**config.mk**
```make
export PLATFORM = sky130hd
export DESIGN_NAME = rxbuf_status
export DESIGN_NICKNAME = d
export VERILOG_FILES = /design/src/rtl/rxbuf_pkg.sv /design/src/rtl/rxbuf_store.sv /design/src/rtl/rxbuf_ctrl.sv /design/src/rtl/rxbuf_status.sv
export SDC_FILE = /design/constraint.sdc
export NUM_CORES = 1
export LEC_CHECK = 0
export BUFFER_PORTS_ARGS = -buffer_cell sky130_fd_sc_hd__buf_2
export CAP_MARGIN = 10
export CORE_MARGIN = 2
export CORE_UTILIZATION = 51
export CTS_CLUSTER_DIAMETER = 150
export DETAILED_ROUTE_END_ITERATION = 10
export GPL_ROUTABILITY_DRIVEN = 0
export PLACE_DENSITY = 0.72
export REMOVE_ABC_BUFFERS = 1
export SYNTH_ARGS = -nofsm -noshare
export SYNTH_HDL_FRONTEND = slang
export SYNTH_SLANG_ARGS = --single-unit
```
**constraint.sdc**
```tcl
create_clock -name clk -period 7.9 [get_ports clk]
set_input_delay 0.79 -clock clk [delete_from_list [all_inputs] [get_ports clk]]
set_output_delay 0.79 -clock clk [all_outputs]
set_load 0.005 [all_outputs]
```
**src/rtl/rxbuf_pkg.sv**
```systemverilog
// Shared types for the receive buffer.
// Assumes: error bits are always handled as a group of three.
package rxbuf_pkg;
    // Error indications kept with each stored word.
    typedef struct packed {
        logic noise;
        logic frame;
        logic parity;
    } rx_err_t;
endpackage

```
**src/rtl/rxbuf_store.sv**
```systemverilog
// Word storage for the receive buffer: a circular array of DEPTH entries,
// each holding its data bits and three error bits.
// Assumes: push and pop are already qualified by the control logic (no push
// into a full array unless a pop happens in the same cycle, no pop when empty).
module rxbuf_store
    import rxbuf_pkg::*;
#(
    parameter int DW    = 8,
    parameter int DEPTH = 4,
    localparam int PW   = (DEPTH > 1) ? $clog2(DEPTH) : 1,
    localparam int CW   = $clog2(DEPTH + 1)
) (
    input  logic          clk,
    input  logic          rst_n,
    input  logic          push,
    input  logic [DW-1:0] push_data,
    input  rx_err_t       push_err,
    input  logic          pop,
    input  rx_err_t       err_clr,
    output logic [DW-1:0] head_data,
    output rx_err_t       head_err,
    output logic [CW-1:0] count
);

    logic [PW-1:0] rd_ptr;
    logic [PW-1:0] wr_ptr;
    logic [DEPTH-1:0][DW-1:0] data_flat;
    rx_err_t [DEPTH-1:0]      err_flat;
    logic                     not_empty;

    assign not_empty = (count != '0);

    // Step a pointer around the ring.
    function automatic logic [PW-1:0] ptr_next(input logic [PW-1:0] p);
        return (p == PW'(DEPTH - 1)) ? '0 : p + 1'b1;
    endfunction

    // Advance read and write pointers and track the word count.
    always_ff @(posedge clk) begin
        if (!rst_n) begin
            rd_ptr <= '0;
            wr_ptr <= '0;
            count  <= '0;
        end else begin
            if (push) wr_ptr <= ptr_next(wr_ptr);
            if (pop)  rd_ptr <= ptr_next(rd_ptr);
            count <= count + CW'(push) - CW'(pop);
        end
    end

    for (genvar i = 0; i < DEPTH; i++) begin : g_ent
        logic [DW-1:0] d_q;
        rx_err_t       e_q;

        // Load the entry on a push, or clear error bits of the held head word.
        always_ff @(posedge clk) begin
            if (!rst_n) begin
                d_q <= '0;
                e_q <= '0;
            end else if (push && (wr_ptr == PW'(i))) begin
                d_q <= push_data;
                e_q <= push_err;
            end else if (not_empty && (rd_ptr == PW'(i))) begin
                e_q <= rx_err_t'(e_q & ~err_clr);
            end
        end

        assign data_flat[i] = d_q;
        assign err_flat[i]  = e_q;
    end

    // Present the head entry, or zeros when nothing is held.
    always_comb begin
        head_data = not_empty ? data_flat[rd_ptr] : '0;
        head_err  = not_empty ? err_flat[rd_ptr]  : '0;
    end

endmodule

```
**src/rtl/rxbuf_ctrl.sv**
```systemverilog
// Admission and flag control for the receive buffer: decides whether an
// arriving word is stored, raises and clears overrun, qualifies reads and
// forms the data-ready flag.
// Assumes: char_valid is a one-cycle strobe per completed character;
// fifo_en is changed only while the buffer is empty.
module rxbuf_ctrl #(
    parameter int DEPTH = 4,
    localparam int CW   = $clog2(DEPTH + 1)
) (
    input  logic          clk,
    input  logic          rst_n,
    input  logic          fifo_en,
    input  logic [CW-1:0] watermark,
    input  logic          char_valid,
    input  logic          rd_stb,
    input  logic          clr_overrun,
    input  logic [CW-1:0] count,
    output logic          push,
    output logic          pop,
    output logic          overrun,
    output logic          data_ready
);

    logic [CW-1:0] capacity;
    logic [CW-1:0] after_pop;
    logic          room;
    logic          lose_word;

    // Work out whether the arriving word fits after this cycle's read.
    always_comb begin
        capacity  = fifo_en ? CW'(DEPTH) : CW'(1);
        pop       = rd_stb && (count != '0);
        after_pop = count - CW'(pop);
        room      = (after_pop < capacity);
        push      = char_valid && !overrun && room;
        lose_word = char_valid && !overrun && !room;
    end

    // Sticky overrun: a new loss takes priority over a clear.
    always_ff @(posedge clk) begin
        if (!rst_n)           overrun <= 1'b0;
        else if (lose_word)   overrun <= 1'b1;
        else if (clr_overrun) overrun <= 1'b0;
    end

    // Data-ready against the watermark, or single-entry full.
    always_comb begin
        data_ready = fifo_en ? (count > watermark) : (count != '0);
    end

endmodule

```
**src/rtl/rxbuf_status.sv**
```systemverilog
// Receive buffer with watermark data-ready, sticky overrun and per-word
// error flags for a UART receiver.
// Assumes: the receiver front end pulses char_valid once per character after
// its stop bit; software issues rd_stb and write-one clears as single pulses.
module rxbuf_status
    import rxbuf_pkg::*;
#(
    parameter int DW    = 8,
    parameter int DEPTH = 4,
    localparam int CW   = $clog2(DEPTH + 1)
) (
    input  logic          clk,
    input  logic          rst_n,
    input  logic          fifo_en,
    input  logic [CW-1:0] watermark,
    input  logic          char_valid,
    input  logic [DW-1:0] char_data,
    input  logic          char_noise,
    input  logic          char_frame,
    input  logic          char_parity,
    input  logic          rd_stb,
    input  logic          clr_overrun,
    input  logic          clr_noise,
    input  logic          clr_frame,
    input  logic          clr_parity,
    output logic [DW-1:0] rd_data,
    output logic          data_ready,
    output logic          overrun,
    output logic          err_noise,
    output logic          err_frame,
    output logic          err_parity
);

    logic          push;
    logic          pop;
    logic [CW-1:0] count;
    rx_err_t       in_err;
    rx_err_t       clr_mask;
    rx_err_t       head_err;

    // Group the per-character indications and the clear strobes.
    always_comb begin
        in_err.noise    = char_noise;
        in_err.frame    = char_frame;
        in_err.parity   = char_parity;
        clr_mask.noise  = clr_noise;
        clr_mask.frame  = clr_frame;
        clr_mask.parity = clr_parity;
    end

    rxbuf_ctrl #(.DEPTH(DEPTH)) u_ctrl (
        .clk         (clk),
        .rst_n       (rst_n),
        .fifo_en     (fifo_en),
        .watermark   (watermark),
        .char_valid  (char_valid),
        .rd_stb      (rd_stb),
        .clr_overrun (clr_overrun),
        .count       (count),
        .push        (push),
        .pop         (pop),
        .overrun     (overrun),
        .data_ready  (data_ready)
    );

    rxbuf_store #(.DW(DW), .DEPTH(DEPTH)) u_store (
        .clk       (clk),
        .rst_n     (rst_n),
        .push      (push),
        .push_data (char_data),
        .push_err  (in_err),
        .pop       (pop),
        .err_clr   (clr_mask),
        .head_data (rd_data),
        .head_err  (head_err),
        .count     (count)
    );

    // Expose the head word's error bits.
    always_comb begin
        err_noise  = head_err.noise;
        err_frame  = head_err.frame;
        err_parity = head_err.parity;
    end

endmodule

```
==> results.yml, run 1 <==
yosys:
  synth_top_area_share: 0.401
  async_flop_share: 0
  synth_area_leaders: "dfxtp_1, mux4_2, o21ai_0, nand3_1, ha_1"
  synth-seq-area-share: 0.401
  synth_flop_cell: "dfxtp_1"
  synth-warning-count: 0
  yosys-top-cells-count: "dfxtp_1, o21ai_0, nand3_1"
  synth_area_per_cell_um2: 9.31
  synth_cells: 279
  synth_top_area_cell: "dfxtp_1"
  yosysMostFrequentCell: "dfxtp_1"
  synth-seq-cells: 52
  synth_cell_type_count: 32
  syn_area_um2: 2600
  synth_edf_count: 0
min_path:
  holdPathStages: 2
  min_path_type: "flop to flop"
status:
  status: "finished clean"
timing:
  fin_crit_ns: 3.57
  setup_ws_ns: 4.33
  hold_ws_ns: 0.472
  setup-violations-final: 0
  fin_setup_tns_ns: 0
  drv_slew: 0
  clock_skew_ns: 0.00899
  fmax_mhz: 280
  finalHoldViolations: 0
  grt_setup_unrepaired: "false"
  fin_crit_sh: 0.452
  slew-limit-headroom: 0.408
  worst_pin_slew_ns: 0.887
setup_path:
  critPathKind: "flop to flop"
  worstPathRequired_ns: 8.11
  path_buf_inv: 2
  crit_top_cell: "ha_1"
  reg2reg_depth: 11
  start_kind: "flop"
  worstSetupEndpointType: "flop"
  critPathTopFamily: "simple AND/OR/NAND/NOR gates"
  cpMaxStageDelayCell: "or3_1"
  crit_fanout: 26
  crit_chain: "or3_1 > nand2_1 > inv_1 > ha_1 > inv_1 > ha_1 > or3b_4 > a211oi_4 > ha_1 > fa_1 > and2_1"
  crit_arrival_ns: 3.78
  max_stage_delay_ns: 0.70
  cp.depth: 11
placed_design:
  place_hpwl_mm: 3.43
  placed_cells: 363
  io_buffers: 35
  place_area_um2: 2760
  dp_slack_ns: 4.31
finish:
  final_cell_area_um2: 2850
  area_growth_pct: 9.83
  antenna_cells: 0
  drive_gt1_frac: 0.211
  nets: 343
  stdcell_count: 371
job:
  max_cap_viol_count: 0
grt:
  first_global_vias: 1828
  grt_pass1_wl_mm: 8.45
  grt_max_degree: 66
  antenna_found_initial: 0
  overflow: 0
  grt_usage: 0.199
clock_tree:
  cts_tree: "built"
  cts-root-buf: "clkbuf_8"
  cts_sinks: 52
  cts_buffers: 5
  clock_latency_ns: 0.31
  cts-hold-fix-buffers: 0
  clk_path_buf_depth: 2
  cts_resized: 0
  clk_pin_slew_ns: 0.09
  post_cts_buffers: 0
  cts-htree-levels: 2
route:
  ant_nets: 0
  num_vias: 2030
  drc: 0
  post_drt_wl_per_cell_um: 13.8
  drt-initial-drc-count: 178
  drtPass1Iterations: 4
  viasPerCell: 5.47
  finalWirelength_mm: 5.11
die:
  die-area_um2: 5680
  rows: 25
  start_util: 0.539
  core_um2: 4820
  io_pins: 36
  die_y_um: 75.4
  die_x_um: 75.4
pwr:
  power.density_nw_per_um2: 278
  p_leak_nw: 1.12
  ir_worst_vdd_mv: 0.148
-- registers in the layout, summed over array words and instances (netlist names) --
| register | count |
|---|---|
| u_store.count | 3 |
| u_ctrl.overrun | 1 |
| u_store.g_ent.d_q | 32 |
| u_store.err_flat | 12 |
| u_store.rd_ptr | 2 |
| u_store.wr_ptr | 2 |
-- worst reg2reg max path, delay by kind of cell, from the launching register on --
kind / cells / cell delay [ns]
buffers and inverters: 2 / 0.16
adders and majority gates: 4 / 1.08
and+or+nand+nor: 4 / 1.55
AOI/OAI and AO/OA: 1 / 0.33
DFF: 1 / 0.36
-- kinds of logic after synthesis --
kind of cell,after synthesis,synth area share
AND/OR/NAND/NOR,103,0.221
AO/OA/AOI/OAI,58,0.124
flip-flops,52,0.401
buffers and inverters,35,0.0645
adder cells (fa/ha/maj),17,0.0848
multiplexers,11,0.0954
XOR/XNOR,3,0.0101
-- placed cells by master, fill, tap and decap left out, drive strengths merged --
master	Yosys	layout
inv	14	14
nor3b	1	1
nand2b	1	1
o21ai	51	51
nor2b	1	1
nor2	2	2
nand3	48	48
and4bb	3	3
xnor2	1	1
buf	14	38
a21boi	2	2
o21a	1	1
dfxtp	52	52
ha	16	16
and2	15	15
fa	1	1
clkbuf	7	6
mux4	11	11
clkinvlp	0	1
or3	2	2
a211oi	1	1
o22ai	1	1
or3b	1	1
clkinv	0	1
a21oi	2	2
nand4	12	12
nor4bb	1	1
nand2	16	16
xor2	2	2
-- final cells by class --
cell class / count / area (um^2)
Fill cell: 466 / 1960
Clock buffer: 6 / 72.6
Sequential cell: 52 / 1040
Inverter: 14 / 52.6
Clock inverter: 2 / 16.3
Tap cell: 67 / 83.8
Timing Repair Buffer: 38 / 198
Multi-Input combinational cell: 192 / 1390
-- layer usage --
metal  up-vias  global-route usage  part of all wire  routed length (um)
li1       1045                   -                 -                   -
met1       945               0.269              0.49                2500
met5         -                   0                 0                   0
met3         6              0.0516             0.043                 220
met2        34               0.308              0.45                2300
met4         0              0.0799             0.016                  80
-- power breakdown --
| group | switching, mW | leakage, nW | internal [mW] |
|---|---|---|---|
| Clock | 0.0872 | 0.0414 | 0.0631 |
| Combinational | 0.168 | 0.655 | 0.137 |
| Sequential | 0.0390 | 0.421 | 0.301 |
| Total | 0.294 | 1.12 | 0.501 |
-- per-stage QoR --
step	utilization	power, mW
after global placement	0.574	0.644
after floorplan	-	0.559
after CTS	0.592	0.804
after global routing	0.592	0.857
after detailed placement	0.574	0.654
final	0.592	0.794
-- worst paths after layout --
path                                        startpoint                              endpoint  slack, ns
hold reg to reg   u_store.g_ent[1].d_q[2]$_SDFFE_PN0P_  u_store.g_ent[1].d_q[2]$_SDFFE_PN0P_       0.47
setup reg to reg           u_store.count[2]$_SDFF_PN0_           u_store.count[1]$_SDFF_PN0_       4.33
hold / removal    u_store.g_ent[1].d_q[2]$_SDFFE_PN0P_  u_store.g_ent[1].d_q[2]$_SDFFE_PN0P_       0.47
setup / recovery           u_store.count[2]$_SDFF_PN0_           u_store.count[1]$_SDFF_PN0_       4.33
(Power assumes the default switching activity.)
==> run 2, diff against run 1 <==
- clock period: 7.9 -> 3.63 ns (I/O delays scaled with it)
==> run 2 against run 1 <==
Final cell count up 0.27%. First-iteration DRC count down 38%. Fmax up 16%. Flip-flop and latch count unchanged. Critical path type unchanged. Sequential power up 120%. Clock power rose to 3.0 times the previous value. Non-clock buffer count up 2. Register-to-register slack worse by 3.8 ns.
==> results.yml, run 2 (synthesized netlist as in run 1, its figures left out) <==
status:
  status: "finished clean"
clock_tree:
  cts_sinks: 52
  clk_path_buf_depth: 2
  cts_buffers: 5
  post_cts_buffers: 0
  clock_latency_ns: 0.30
  clk_pin_slew_ns: 0.09
  cts_tree: "built"
  cts-hold-fix-buffers: 0
  cts-root-buf: "clkbuf_8"
  cts-htree-levels: 2
  cts_resized: 0
setup_path:
  critPathKind: "flop to flop"
  start_kind: "flop"
  worstSetupEndpointType: "flop"
  crit_arrival_ns: 3.29
  worstPathRequired_ns: 3.83
  crit_fanout: 5
placed_design:
  place_area_um2: 2780
  io_buffers: 35
  place_hpwl_mm: 3.54
timing:
  fin_setup_tns_ns: 0
  fin_crit_sh: 0.851
  worst_pin_slew_ns: 0.870
  drv_slew: 0
  fmax_mhz: 324
  fin_crit_ns: 3.09
  grt_setup_unrepaired: "false"
  slew-limit-headroom: 0.420
  setup-violations-final: 0
  finalHoldViolations: 0
  clock_skew_ns: 0.00683
finish:
  final_cell_mix: "dfxtp_1, nand3_1, o21ai_0"
  regArea_um2: 1040
  regMostFlops: "u_store.g_ent.d_q"
  largest_register_ffs: 32
  fillers: 456
  final_cell_area_um2: 2910
  final_common_cell: "dfxtp_1"
  drive_gt1_frac: 0.216
  multiInputGateArea_um2: 1390
  antenna_cells: 0
  area_growth_pct: 11.9
  nets: 345
grt:
  first_global_vias: 2010
  grt_pass1_wl_mm: 8.99
  antenna_found_initial: 0
  grt_usage: 0.209
  overflow: 0
  grt_max_degree: 51
route:
  drc: 0
  post_drt_wl_per_cell_um: 14.1
  num_vias: 2065
  drtPass1Iterations: 4
  finalWirelength_mm: 5.24
  drt-initial-drc-count: 110
  viasPerCell: 5.55
  ant_nets: 0
die:
  rows: 25
  die_y_um: 75.4
  die-area_um2: 5680
  core_um2: 4820
  die_x_um: 75.4
  io_pins: 36
  start_util: 0.539
pwr:
  p_leak_nw: 1.15
  power.density_nw_per_um2: 645
  ir_worst_vdd_mv: 0.324
  p_total_mw: 1.88
job:
  max_cap_viol_count: 0
min_path:
  min_path_type: "input port to flop"
-- run 2: cell count changes in the layout (fill, tap and decap cells not counted), sizes merged --
cell | before | now
buf | 38 | 40
bufinv | 0 | 2
clkinvlp | 1 | 0
clkinv | 1 | 0
clkbuf | 6 | 5
-- run 2: worst paths after layout --
check,from,endpoint,slack (ns),depth (start not counted)
setup / recovery,u_store.count[2]$_SDFF_PN0_,u_store.count[1]$_SDFF_PN0_,0.54,11
hold / removal,rd_stb,u_store.rd_ptr[1]$_SDFFE_PN0N_,0.35,3
setup reg to reg,u_store.count[2]$_SDFF_PN0_,u_store.count[1]$_SDFF_PN0_,0.54,11
hold reg to reg,u_store.g_ent[1].d_q[2]$_SDFFE_PN0P_,u_store.g_ent[1].d_q[2]$_SDFFE_PN0P_,0.47,2
-- run 2: critical path: stages, from the launching register on --
cell	delay, ns
dfxtp_1	0.36
or3_1	0.37
nand2_1	0.13
inv_1	0.05
ha_1	0.18
inv_1	0.10
ha_1	0.26
or3b_4	0.43
a211oi_4	0.33
ha_1	0.22
fa_1	0.40
and2_1	0.16
-- run 2: area by class of cell --
type                            count  area share
Sequential cell                    52       0.358
Clock inverter                      2      0.0207
Tap cell                           67      0.0288
Multi-Input combinational cell    192       0.478
Timing Repair Buffer               40      0.0731
Inverter                           14      0.0181
Clock buffer                        5      0.0237
-- run 2: per-layer routing --
| layer | vias to the layer above | share of wire | track usage |
|---|---|---|---|
| met1 | 965 | 0.47 | 0.278 |
| met3 | 8 | 0.042 | 0.0463 |
| li1 | 1045 | - | - |
| met5 | - | 0 | 0 |
| met4 | 0 | 0.015 | 0.0799 |
| met2 | 47 | 0.47 | 0.335 |
-- run 2: metrics by stage --
stage,hold WS (ns),instances,worst slack (ns),utilization
2_1_floorplan,0.438,258,0.0877,-
3_3_place_gp,0.449,365,0.627,0.577
3_5_place_dp,0.459,365,0.554,0.577
4_1_cts,0.345,372,0.538,0.604
5_1_grt,0.351,372,0.295,0.604
6_report,0.352,372,0.541,0.604
-- run 2: report_power, final --
| group | internal (mW) | switching [mW] |
|---|---|---|
| clock network | 0.271 | 0.180 |
| registers | 0.655 | 0.0821 |
| logic | 0.308 | 0.381 |
| total | 1.23 | 0.643 |
==> run 3, diff against run 2 <==
- CORE_ASPECT_RATIO: not set -> 2
==> run 3 against run 2 <==
Wire length shrank 0.73%. Sequential power is 0.9% lower. Sequential share of layout area up 0.25 points. Clock-buffer cell count up 1. Fmax is 0.73% lower. Hold slack better by 0.0058 ns. Final cell count down 2.4%. Flip-flop and latch count did not move. Largest cell class unchanged. Highest routed layer unchanged.
==> results.yml, run 3 (synthesized netlist as in run 1, its figures left out) <==
status:
  status: "finished clean"
setup_path:
  max_stage_delay_ns: 0.43
  crit_arrival_ns: 3.31
  critPathKind: "flop to flop"
  reg2reg_to: "u_store.count[1]$_SDFF_PN0_"
  r2r_slack_ns: 0.52
  cpMaxStageDelayCell: "or3b_4"
  path_buf_inv: 2
  crit_top_cell: "ha_1"
  crit_fanout: 5
  critPathTopFamily: "simple AND/OR/NAND/NOR gates"
  worstPathRequired_ns: 3.83
  r2r_start: "u_store.count[2]$_SDFF_PN0_"
  crit_chain: "or3_1 > nand2_1 > inv_1 > ha_1 > inv_1 > ha_1 > or3b_4 > a211oi_4 > ha_1 > fa_1 > and2_1"
  reg2reg_depth: 11
  worstSetupEndpointType: "flop"
  start_kind: "flop"
grt:
  grt_max_degree: 54
  antenna_found_initial: 0
  grt_pass1_wl_mm: 8.49
  grt_usage: 0.200
  overflow: 0
  first_global_vias: 1845
die:
  core_um2: 4910
  start_util: 0.529
  io_pins: 36
  die_x_um: 54.5
  die-area_um2: 5710
  die_y_um: 105
  rows: 36
timing:
  clock_skew_ns: 0.00636
  fin_crit_ns: 3.11
  hold_ws_ns: 0.358
  worst_pin_slew_ns: 0.919
  grt_setup_unrepaired: "false"
  slew-limit-headroom: 0.388
  drv_slew: 0
  finalHoldViolations: 0
  setup-violations-final: 0
  fmax_mhz: 321
  fin_crit_sh: 0.857
  fin_setup_tns_ns: 0
clock_tree:
  post_cts_buffers: 0
  cts_tree: "built"
  clk_path_buf_depth: 2
  cts-root-buf: "clkbuf_8"
  clock_latency_ns: 0.30
  clk_pin_slew_ns: 0.10
  cts_resized: 0
  cts_buffers: 5
  cts-htree-levels: 2
  cts_sinks: 52
  cts-hold-fix-buffers: 0
pwr:
  p_switching_mw: 0.655
  clkPwrFrac: 0.225
  power.density_nw_per_um2: 639
  switching_share: 0.355
  ir_worst_vdd_mv: 0.563
  seq_power_share: 0.395
  p_leak_nw: 1.15
  p_int_mw: 1.19
  p_total_mw: 1.85
  share_comb_of_total_power: 0.379
finish:
  drive_gt1_frac: 0.219
  nets: 345
  final_common_cell: "dfxtp_1"
  regMostFlops: "u_store.g_ent.d_q"
  stdcell_count: 363
  largest_register_ffs: 32
  final_cell_area_um2: 2890
  area_growth_pct: 11.2
  antenna_cells: 0
  final_cell_mix: "dfxtp_1, nand3_1, o21ai_0"
min_path:
  min_delay_worst_endpoint: "u_store.g_ent[0].d_q[1]$_SDFFE_PN0P_"
  min_path_type: "input port to flop"
  holdPathStages: 3
  min_from: "char_data[1]"
route:
  num_vias: 2060
  drc: 0
  drtPass1Iterations: 4
  post_drt_wl_per_cell_um: 14.3
  viasPerCell: 5.67
  ant_nets: 0
  drt-initial-drc-count: 52
  finalWirelength_mm: 5.20
job:
  max_cap_viol_count: 0
placed_design:
  placed_cells: 355
  place_hpwl_mm: 3.62
  io_buffers: 35
  place_area_um2: 2770
[run 3: cell type report]
cell class,count,area (um^2)
fillers,449,2020
multi-input cells,192,1390
repair buffers,40,213
inverters,14,52.6
flip-flops and latches,52,1040
clock inverters,2,38.8
well taps,57,71.3
clock buffers,6,82.6
[run 3: worst min-delay path, delay by kind of cell]
kind / cells / cell delay, ns
buf+inv: 1 / 0.09
simple gates: 1 / 0.09
compound gates: 1 / 0.07
[run 3: worst max-delay path by stage]
stage,from,to,slack [ns],cells past startpoint
finish,u_store.count[2]$_SDFF_PN0_,u_store.count[1]$_SDFF_PN0_,0.52,11
global route,u_store.count[2]$_SDFF_PN0_,u_store.err_flat[11]$_SDFFE_PN0P_,0.35,11
CTS,u_store.count[2]$_SDFF_PN0_,u_store.count[1]$_SDFF_PN0_,0.52,11
detailed placement,u_store.count[2]$_SDFF_PN0_,u_store.count[1]$_SDFF_PN0_,0.55,11
global placement,u_store.count[2]$_SDFF_PN0_,u_store.count[1]$_SDFF_PN0_,0.63,11
floorplan,u_store.count[2]$_SDFF_PN0_,u_store.err_flat[3]$_SDFFE_PN0P_,0.09,10
[run 3: power by group through the flow]
stage | combinational (mW) | clock, mW | sequential [mW]
final | 0.700 | 0.416 | 0.730
after global routing | 0.788 | 0.444 | 0.745
after CTS | 0.709 | 0.427 | 0.731
after detailed placement | 0.706 | 0 | 0.745
after global placement | 0.690 | 0 | 0.741
after floorplan | 0.487 | 0 | 0.729
[run 3: per-layer routing]
layer / global-route usage / share of wire / vias to the layer above
li1: - / - / 1044
met1: 0.248 / 0.42 / 970
met2: 0.333 / 0.52 / 41
met3: 0.0343 / 0.042 / 5
met4: 0.0714 / 0.013 / 0
met5: 0 / 0 / -
[run 3: through the flow]
stage	setup slack (ns)	util
4_1_cts	0.520	0.588
3_5_place_dp	0.547	0.563
3_3_place_gp	0.632	0.563
2_1_floorplan	0.0877	-
6_report	0.518	0.588
5_1_grt	0.346	0.588
